--- config.mk ---
export PLATFORM = sky130hd
export DESIGN_NAME = bicubic_interp
export DESIGN_NICKNAME = d
export VERILOG_FILES = /design/src/rtl/bicubic_pkg.sv /design/src/rtl/bicubic_coef.sv /design/src/rtl/bicubic_tap4.sv /design/src/rtl/bicubic_ctrl.sv /design/src/rtl/bicubic_datapath.sv /design/src/rtl/bicubic_interp.sv
export SDC_FILE = /design/constraint.sdc
export NUM_CORES = 2
export LEC_CHECK = 0
export ABC_AREA = 0
export BUFFER_PORTS_ARGS = -buffer_cell sky130_fd_sc_hd__buf_2
export CORE_MARGIN = 5
export CORE_UTILIZATION = 50
export CTS_BUF_LIST = sky130_fd_sc_hd__clkbuf_4 sky130_fd_sc_hd__clkbuf_8
export CTS_CLUSTER_DIAMETER = 100
export CTS_CLUSTER_SIZE = 8
export DETAILED_ROUTE_END_ITERATION = 8
export PLACE_DENSITY_LB_ADDON = 0.05
export SYNTH_ARGS = -nofsm -noshare
export SYNTH_HDL_FRONTEND = slang
export SYNTH_HIERARCHICAL = 1
export SYNTH_SLANG_ARGS = --single-unit
--- constraint.sdc ---
create_clock -name clk -period 8.47 [get_ports clk]
set_input_delay 2.541 -clock clk [delete_from_list [all_inputs] [get_ports clk]]
set_output_delay 2.541 -clock clk [all_outputs]
set_load 0.005 [all_outputs]
--- src/rtl/bicubic_pkg.sv ---
package bicubic_pkg;

  localparam int STAGES = 4;   // fixed pipeline depth
  localparam int TAPS   = 4;   // kernel length per axis

  // Load strobes handed from the control to the datapath, one per stage.
  typedef struct packed {
    logic ld1;
    logic ld2;
    logic ld3;
    logic ld4;
  } stageStrobe_t;

  function automatic longint floorDiv(longint num, longint den);
    longint q;
    q = num / den;
    if ((num % den != 0) && (num < 0)) q = q - 1;
    return q;
  endfunction

  // Cubic convolution weight (kernel parameter -1/2) for a phase and tap,
  // scaled by 2**frac and rounded to nearest; tap 1 absorbs the residue.
  function automatic int cubicWeight(int phase, int tap, int phaseW, int frac);
    longint n, s, p, d, num0, num2, num3;
    int w0, w2, w3;
    n = longint'(1) << phaseW;
    s = longint'(1) << frac;
    p = longint'(phase);
    d = 2 * n * n * n;
    num0 = s * (-p * p * p + 2 * p * p * n - p * n * n);
    num2 = s * (-3 * p * p * p + 4 * p * p * n + p * n * n);
    num3 = s * (p * p * p - p * p * n);
    w0 = int'(floorDiv(num0 + d / 2, d));
    w2 = int'(floorDiv(num2 + d / 2, d));
    w3 = int'(floorDiv(num3 + d / 2, d));
    case (tap)
      0:       return w0;
      1:       return int'(s) - w0 - w2 - w3;
      2:       return w2;
      default: return w3;
    endcase
  endfunction

endpackage

--- src/rtl/bicubic_coef.sv ---
module bicubic_coef
  import bicubic_pkg::*;
#(
  parameter int PHASE_W   = 4,
  parameter int COEF_W    = 8,
  parameter int COEF_FRAC = 6
) (
  input  logic        [PHASE_W-1:0] phase,
  output logic signed [COEF_W-1:0]  weight [TAPS]
);

  always_comb begin
    for (int k = 0; k < TAPS; k++) begin
      weight[k] = COEF_W'(cubicWeight(int'(phase), k, PHASE_W, COEF_FRAC));
    end
  end

endmodule

--- src/rtl/bicubic_tap4.sv ---
module bicubic_tap4
  import bicubic_pkg::*;
#(
  parameter int IN_W   = 9,
  parameter int COEF_W = 8,
  parameter int FRAC   = 6,
  parameter int OUT_W  = 11
) (
  input  logic signed [IN_W-1:0]   sample [TAPS],
  input  logic signed [COEF_W-1:0] coef   [TAPS],
  output logic signed [OUT_W-1:0]  result
);

  localparam int ACC_W = IN_W + COEF_W + 2;
  localparam logic signed [ACC_W-1:0] ROUND = ACC_W'(1 << (FRAC - 1));

  logic signed [ACC_W-1:0] acc;

  always_comb begin
    acc = ROUND;
    for (int k = 0; k < TAPS; k++) begin
      acc = acc + ACC_W'(sample[k]) * ACC_W'(coef[k]);
    end
    result = OUT_W'(acc >>> FRAC);
  end

endmodule

--- src/rtl/bicubic_ctrl.sv ---
module bicubic_ctrl
  import bicubic_pkg::*;
(
  input  logic         clk,
  input  logic         rst_n,
  input  logic         inValid,
  output stageStrobe_t strobes,
  output logic         outValid
);

  logic [STAGES-1:0] validPipe;

  always_ff @(posedge clk or negedge rst_n) begin
    if (!rst_n) validPipe <= '0;
    else        validPipe <= {validPipe[STAGES-2:0], inValid};
  end

  always_comb begin
    strobes.ld1 = inValid;
    strobes.ld2 = validPipe[0];
    strobes.ld3 = validPipe[1];
    strobes.ld4 = validPipe[2];
    outValid    = validPipe[STAGES-1];
  end

  // a valid output traces back to a valid input four edges earlier
  assert_valid_latency_R6: assert property (@(posedge clk) disable iff (!rst_n)
    outValid |-> $past(inValid, STAGES));

  // the last load strobe is followed by a valid flag
  assert_last_strobe_R6: assert property (@(posedge clk) disable iff (!rst_n)
    strobes.ld4 |=> outValid);

endmodule

--- src/rtl/bicubic_datapath.sv ---
module bicubic_datapath
  import bicubic_pkg::*;
#(
  parameter int PIX_W     = 8,
  parameter int PHASE_W   = 4,
  parameter int COEF_W    = 8,
  parameter int COEF_FRAC = 6
) (
  input  logic                        clk,
  input  logic                        rst_n,
  input  stageStrobe_t                st,
  input  logic [TAPS*TAPS*PIX_W-1:0]  inPix,
  input  logic [PHASE_W-1:0]          phaseX,
  input  logic [PHASE_W-1:0]          phaseY,
  output logic [PIX_W-1:0]            outPix
);

  localparam int NPIX  = TAPS * TAPS;
  localparam int SIN_W = PIX_W + 1;   // pixel as a signed sample
  localparam int H_W   = PIX_W + 3;   // horizontal intermediate
  localparam int V_W   = H_W + 1;     // vertical result before clamping
  localparam logic signed [V_W-1:0] PIX_MAX = V_W'((1 << PIX_W) - 1);
  localparam int ONE = 1 << COEF_FRAC;

  logic signed [COEF_W-1:0] wxNext [TAPS];
  logic signed [COEF_W-1:0] wyNext [TAPS];

  logic        [PIX_W-1:0]  pixReg [NPIX];
  logic signed [COEF_W-1:0] wxReg  [TAPS];
  logic signed [COEF_W-1:0] wyReg  [TAPS];

  logic signed [H_W-1:0]    hNext  [TAPS];
  logic signed [H_W-1:0]    hReg   [TAPS];
  logic signed [COEF_W-1:0] wyReg2 [TAPS];

  logic signed [V_W-1:0]    vNext;
  logic signed [V_W-1:0]    vReg;

  bicubic_coef #(.PHASE_W(PHASE_W), .COEF_W(COEF_W), .COEF_FRAC(COEF_FRAC)) i_coefX (
    .phase  (phaseX),
    .weight (wxNext)
  );

  bicubic_coef #(.PHASE_W(PHASE_W), .COEF_W(COEF_W), .COEF_FRAC(COEF_FRAC)) i_coefY (
    .phase  (phaseY),
    .weight (wyNext)
  );

  // Stage 1: capture neighbourhood and both weight sets
  always_ff @(posedge clk or negedge rst_n) begin
    if (!rst_n) begin
      for (int i = 0; i < NPIX; i++) pixReg[i] <= '0;
      for (int k = 0; k < TAPS; k++) begin
        wxReg[k] <= '0;
        wyReg[k] <= '0;
      end
    end else if (st.ld1) begin
      for (int i = 0; i < NPIX; i++) pixReg[i] <= inPix[i*PIX_W +: PIX_W];
      for (int k = 0; k < TAPS; k++) begin
        wxReg[k] <= wxNext[k];
        wyReg[k] <= wyNext[k];
      end
    end
  end

  // Horizontal pass: one four-tap filter per row
  for (genvar r = 0; r < TAPS; r++) begin : g_row
    logic signed [SIN_W-1:0] rowSample [TAPS];

    always_comb begin
      for (int c = 0; c < TAPS; c++) begin
        rowSample[c] = signed'({1'b0, pixReg[r*TAPS + c]});
      end
    end

    bicubic_tap4 #(.IN_W(SIN_W), .COEF_W(COEF_W), .FRAC(COEF_FRAC), .OUT_W(H_W)) i_hTap (
      .sample (rowSample),
      .coef   (wxReg),
      .result (hNext[r])
    );
  end

  // Stage 2: row results and the vertical weights that go with them
  always_ff @(posedge clk or negedge rst_n) begin
    if (!rst_n) begin
      for (int k = 0; k < TAPS; k++) begin
        hReg[k]   <= '0;
        wyReg2[k] <= '0;
      end
    end else if (st.ld2) begin
      for (int k = 0; k < TAPS; k++) begin
        hReg[k]   <= hNext[k];
        wyReg2[k] <= wyReg[k];
      end
    end
  end

  // Vertical pass over the four row results
  bicubic_tap4 #(.IN_W(H_W), .COEF_W(COEF_W), .FRAC(COEF_FRAC), .OUT_W(V_W)) i_vTap (
    .sample (hReg),
    .coef   (wyReg2),
    .result (vNext)
  );

  // Stage 3: vertical result
  always_ff @(posedge clk or negedge rst_n) begin
    if (!rst_n)      vReg <= '0;
    else if (st.ld3) vReg <= vNext;
  end

  // Stage 4: clamp into the pixel range
  always_ff @(posedge clk or negedge rst_n) begin
    if (!rst_n) begin
      outPix <= '0;
    end else if (st.ld4) begin
      if (vReg < 0)             outPix <= '0;
      else if (vReg > PIX_MAX)  outPix <= '1;
      else                      outPix <= vReg[PIX_W-1:0];
    end
  end

  // the horizontal weights in flight sum to unity
  assert_coef_sum_R2: assert property (@(posedge clk) disable iff (!rst_n)
    st.ld2 |-> (int'(wxReg[0]) + int'(wxReg[1]) + int'(wxReg[2]) + int'(wxReg[3]) == ONE));

  // an in-range vertical result passes through unchanged
  assert_pass_through_R4: assert property (@(posedge clk) disable iff (!rst_n)
    (st.ld4 && vReg >= 0 && vReg <= PIX_MAX) |=> outPix == $past(vReg[PIX_W-1:0]));

  // overshoot saturates to full scale
  assert_clamp_high_R5: assert property (@(posedge clk) disable iff (!rst_n)
    (st.ld4 && vReg > PIX_MAX) |=> outPix == '1);

  // undershoot saturates to zero
  assert_clamp_low_R5: assert property (@(posedge clk) disable iff (!rst_n)
    (st.ld4 && vReg < 0) |=> outPix == '0);

  // no final load, no change on the output
  assert_hold_R7: assert property (@(posedge clk) disable iff (!rst_n)
    !st.ld4 |=> $stable(outPix));

endmodule

--- src/rtl/bicubic_interp.sv ---
module bicubic_interp
  import bicubic_pkg::*;
#(
  parameter int PIX_W     = 8,
  parameter int PHASE_W   = 4,
  parameter int COEF_W    = 8,
  parameter int COEF_FRAC = 6
) (
  input  logic                       clk,
  input  logic                       rst_n,
  input  logic                       inValid,
  input  logic [TAPS*TAPS*PIX_W-1:0] inPix,
  input  logic [PHASE_W-1:0]         phaseX,
  input  logic [PHASE_W-1:0]         phaseY,
  output logic                       outValid,
  output logic [PIX_W-1:0]           outPix
);

  stageStrobe_t strobes;

  bicubic_ctrl i_ctrl (
    .clk      (clk),
    .rst_n    (rst_n),
    .inValid  (inValid),
    .strobes  (strobes),
    .outValid (outValid)
  );

  bicubic_datapath #(
    .PIX_W     (PIX_W),
    .PHASE_W   (PHASE_W),
    .COEF_W    (COEF_W),
    .COEF_FRAC (COEF_FRAC)
  ) i_datapath (
    .clk    (clk),
    .rst_n  (rst_n),
    .st     (strobes),
    .inPix  (inPix),
    .phaseX (phaseX),
    .phaseY (phaseY),
    .outPix (outPix)
  );

endmodule

# Word level (Yosys, flattened, before mapping)
# Cells that the tools add are included.
[totals] register_bits=292 output_inout_bits=9 word_cells=169
[op_classes] mul=38 magnitude_cmp=8 n_addsub=56 reduce_logical=18 bitwise_logic=6 n_mux=8
[ops] operator="64-bit nonzero test" n=6
[ops] operator="64-bit by 14-bit adder with 64-bit output (second input constant)" n=5
[ops] operator="64-bit by 1-bit less-than comparator with 1-bit output (second input constant)" n=5
[ops] operator="9-bit by 8-bit multiplier with 17-bit output" n=16
[ops] operator="17-bit adder" n=12
[ops] operator="64-bit by 5-bit multiplier with 58-bit output" n=3
[ops] operator="58-bit by 13-bit subtractor with 58-bit output" n=3
[ops] operator="64-bit by 5-bit multiplier with 64-bit output" n=2
[ops] operator="4-bit negation with 64-bit output" n=2
[ops] operator="58-bit by 14-bit adder with 58-bit output" n=2
[ops] operator="13-bit OR reduction" n=6
[ops] operator="11-bit by 8-bit multiplier with 18-bit output" n=4
[ops] operator="7-bit by 17-bit adder with 17-bit output (first input constant)" n=4
[ops] operator="8-bit 2-to-1 mux" n=8
[ops] operator="58-bit by 13-bit adder with 58-bit output" n=1
[ops] operator="58-bit by 15-bit adder with 58-bit output" n=1
[ops] operator="58-bit subtractor" n=1
[ops] operator="18-bit adder" n=3
[ops] operator="8-bit by 1-bit adder with 8-bit output" n=6
[ops] operator="4-bit by 4-bit multiplier with 8-bit output" n=6
[ops] operator="8-bit by 2-bit subtractor with 8-bit output (second input constant)" n=6
[ops] operator="13-bit by 5-bit multiplier with 18-bit output" n=2
[ops] operator="8-bit subtractor" n=4
[ops] operator="26-bit by 14-bit adder with 27-bit output (second input constant)" n=1
[ops] operator="12 further kinds" n=25

# Longest topological paths before layout
[logic_depth] ltp_word=14 mapped_depth=65 mapped_depth_nobuf=61

# Modules after synthesis
# Netlist, hierarchy kept.
[modules_own_cells] module="bicubic_tap4 (i_datapath.g_row[0].i_hTap ...)" n_inst=2 area_each_um2=11136.9 seq_area_each_um2=0.0 cells_per_inst=1157
[modules_own_cells] module="bicubic_coef (i_datapath.i_coefY)" n_inst=1 area_each_um2=18302.6 seq_area_each_um2=0.0 cells_per_inst=2250
[modules_own_cells] module="bicubic_coef (i_datapath.i_coefX)" n_inst=1 area_each_um2=17839.6 seq_area_each_um2=0.0 cells_per_inst=2215
[modules_own_cells] module="bicubic_tap4 (i_datapath.i_vTap)" n_inst=1 area_each_um2=12602.1 seq_area_each_um2=0.0 cells_per_inst=1331
[modules_own_cells] module="bicubic_tap4 (i_datapath.g_row[2].i_hTap)" n_inst=1 area_each_um2=11114.4 seq_area_each_um2=0.0 cells_per_inst=1153
[modules_own_cells] module="bicubic_tap4 (i_datapath.g_row[3].i_hTap)" n_inst=1 area_each_um2=11091.9 seq_area_each_um2=0.0 cells_per_inst=1142
[modules_own_cells] module="bicubic_datapath" n_inst=1 area_each_um2=10735.3 seq_area_each_um2=7206.9 cells_per_inst=619
[modules_own_cells] module="bicubic_ctrl" n_inst=1 area_each_um2=107.6 seq_area_each_um2=100.1 cells_per_inst=5

# Worst setup path before layout
# No wires, ideal clock.
[synth_timing] path_type="input to register" startpoint="in phaseY[1]" endpoint="reg i_datapath/wyReg[23] (netlist name)" path_slack_ns=-8.228 arrival_time_ns=16.571 t_required_ns=8.342 path_stages=59 cell_sequence="clkbuf_1 > clkinv_1 > ha_1 > clkbuf_1 > inv_1 > ha_1 > and2_1 > ha_1 > fa_1 > fa_1 > ha_1 > o21a_1 > o31a_1 > o211ai_1 > and2_1 > clkbuf_1 > xnor2_1 > and2_1 > [... 23 more ...] > nand2b_1 > nor3_1 > xnor2_1 > fa_1 > ha_1 > ha_1 > inv_1 > o21bai_1 > a21o_1 > a21oi_1 > xnor2_1 > nand2b_1 > and3b_1 > a31oi_1 > nand3_1 > xnor2_1 > xnor3_1 > mux2_1"
[synth_lines] item="from (decl)" line_no="bicubic_interp.sv:14" rtl="input logic [PHASE_W-1:0] phaseY,"
[synth_lines] item="to (signal, indexed assignment)" line_no="bicubic_datapath.sv:61" rtl="wyReg[k] <= wyNext[k];"
[synth_lines] item="to (decl)" line_no="bicubic_datapath.sv:30" rtl="logic signed [COEF_W-1:0] wyReg [TAPS];"

==> results.json <==
{
  "clk_pin_slew_ns": 0.08,
  "gp_congestion": 0.920,
  "fmax_ghz": 0.0674,
  "slowest_stage": "fa_2",
  "finalNonFillerCells": 15500,
  "synthCells": 11000,
  "wl_per_cell_um": 19.9,
  "fin_area_mm2": 0.127,
  "grt_pass1_vias": 87600,
  "fin_crit_ns": 14.84,
  "grt_start_max_net_pins": 124,
  "ys.warnings.count": 6,
  "max_slew_margin_pct": 27.8,
  "final_max_slew_viol_count": 0,
  "worstSetupPathType": "in2reg",
  "die_w_um": 466,
  "ios": 148,
  "synth-async-reset-ratio_pct": 100,
  "fin_ws_ns": -6.37,
  "hp-class": "reg2reg",
  "crit_arrival_ns": 15.42,
  "antenna_found_initial": 13,
  "grt_pass1_wl_um": 494000,
  "end_kind": "flip-flop",
  "nets": 16000,
  "port_buffers": 147,
  "path_common_cell": "fa_1",
  "grt_overflow": 0,
  "violations": "setup timing",
  "rows": 167,
  "placed_cell_area_mm2": 0.121,
  "drv_cap": 0,
  "crit_path_max_fanout": 5,
  "finalSetupViolations": 64,
  "drive_gt1_share_pct": 21.5,
  "outcome": "finished with violations",
  "setup_tns_ns": -213.09,
  "synthesis.area_mm2": 0.104,
  "dp_hpwl_um": 263000,
  "cp-start-kind": "input pin",
  "synth.distinct_cells": 132,
  "worstMarginPinSlew_ns": 1.08,
  "numCtsBuffers": 45,
  "hold_viol_final": 0,
  "drt_iter0_markers": 4107,
  "yosys_most_used_dff": "dfrtp_1",
  "routed_via_density": 5.16,
  "crit_required_ns": 9.04,
  "drc": 0,
  "start_util_pct": 50.3,
  "die_area_mm2": 0.217,
  "core_mm2": 0.207,
  "firstDrtPassIters": 5,
  "synth_edf_count": 0,
  "yosysSeqAreaShare_pct": 7.02,
  "rsz0062_at_grt": "yes",
  "finClkSkew_ns": 0.0897,
  "finalWirelength_um": 307000,
  "max_stage_delay_ns": 0.61,
  "ff2ff_setup_slack_ns": 0.41,
  "grt.total_usage_pct": 29.0,
  "cts_tree": "built",
  "fin_crit_sh_pct": 175,
  "post-place-cells": 15200,
  "regArea_mm2": 0.00732,
  "cts.sinks": 292,
  "clk_latency_ns": 0.77,
  "cts-htree-levels": 2,
  "clock_path_buffers": 3,
  "postRouteAntennaNets": 0,
  "area_growth_pct": 21.7,
  "avgSynthCellArea_um2": 9.44,
  "vias": 79800,
  "root_buffer": "clkbuf_8",
  "multiInputGateArea_mm2": 0.0918,
  "synth-seq-cells": 292,
  "die_h_um": 466,
  "fill_cells": 18000
}
final timing paths:
| check | end | cells past startpoint | startpoint |
|---|---|---|---|
| max in group asynchronous | i_datapath/g_row[3].rowSample[18] | 2 | rst_n |
| min in group asynchronous | i_datapath/hReg[40] | 1 | rst_n |
| setup reg to reg | i_datapath/hReg[17] | 24 | i_datapath/wxReg[22] |
| hold / removal | i_datapath/wyReg2[24] | 1 | i_datapath/wyReg[24] |
| setup / recovery | i_datapath/wyReg[23] | 60 | phaseY[1] |
| hold reg to reg | i_datapath/wyReg2[24] | 1 | i_datapath/wyReg[24] |
kinds of logic (layout without fill, tap and decap cells):
| family | count (synthesis) | after routing | share of synthesized area [%] |
|---|---|---|---|
| muxes | 314 | 314 | 3.38 |
| buffers and inverters | 2798 | 4315 | 10.2 |
| other | 2 | 134 | 0.00722 |
| AOI/OAI and AO/OA | 954 | 954 | 6.43 |
| xor gates and xnor gates | 442 | 442 | 3.80 |
| DFF | 292 | 292 | 7.02 |
| adders and majority gates | 3163 | 3163 | 53.6 |
| and+or+nand+nor | 3064 | 3064 | 15.5 |
state kept, by name, summed over array words and instances (netlist names):
signal                      flops
i_datapath/outPix               8
i_ctrl/validPipe                4
i_datapath/wxReg               32
i_datapath/wyReg2              32
i_datapath/g_row.rowSample    128
i_datapath/wyReg               32
i_datapath/hReg                44
i_datapath/vReg                12
synthesized netlist by cell type, drive strengths merged, types with 80 or more instances:
cell type,count,area share [%]
nand3,84,0.41
clkbuf,221,0.80
a21oi,242,1.2
nor2b,137,0.82
xor2,95,0.80
nor3,84,0.41
nand2,981,3.5
mux2,294,3.2
xnor2,342,2.9
inv,2504,9.0
fa,2160,42
dfrtp,292,7.0
nand2b,126,0.78
o21ai,197,0.98
ha,1003,12
and2,1049,6.3
nor2,294,1.1
a21o,80,0.58
worst max-delay path: cells and delay by family:
kind / cells / cell delay [ns]
compound gates: 11 / 1.67
mux: 1 / 0.26
xor+xnor: 6 / 1.01
simple gates: 10 / 1.61
fa+ha+maj: 19 / 7.23
buf+inv: 13 / 1.06
what timing repair did:
action	in CTS	in global routing
cloned	3	1
setup buffers	146	54
resized for setup	434	221
endpoints found under the setup margin	64	64
hold buffers	0	0
pin swaps	237	213
cell type report:
cell class | count | area share, %
multi-input combinational | 8066 | 72.5
tap | 2788 | 2.76
clock buffer | 54 | 0.552
sequential | 292 | 5.78
timing repair buffer | 1745 | 10.8
inverter | 2508 | 7.52
clock inverter | 8 | 0.0731
antenna | 5 | 0.00988
cells in the final DEF (no fill, tap or decap), types with 51 or more instances in the layout:
cell type	instances
a21o_1	79
a21oi_1	151
a21oi_2	65
and2_1	1011
buf_2	137
buf_4	1471
buf_6	92
conb_1	129
dfrtp_1	287
fa_1	2140
ha_1	838
ha_4	141
inv_1	2449
mux2_1	180
mux2_2	51
mux2_4	63
nand2_1	957
nand2b_1	113
nand3_1	73
nand4_1	70
nor2_1	266
nor2b_1	134
nor3_1	60
o21a_1	55
o21ai_0	113
xnor2_1	276
xor2_1	79
per-layer routing:
layer  track usage, %  up-vias  share of wire (%)
met1             38.9    41000                 43
met4             7.80        0                3.2
met5                0        -                  0
met3             2.04      300                3.4
met2             51.0     1462                 50
li1                 -    37000                  -
stage by stage:
step / setup slack [ns] / utilization, % / hold slack [ns]
5_1_grt: -6.90 / 61.1 / 0.494
3_5_place_dp: -7.81 / 58.5 / 0.473
4_1_cts: -6.27 / 60.5 / 0.477
3_3_place_gp: -7.62 / 58.5 / 0.467
6_report: -6.37 / 61.1 / 0.482
2_1_floorplan: -6.46 / - / 0.394
Power is left out: the tool's default activity adds up to more than one toggle a clock period on the data nets, which glitch-free logic cannot reach.
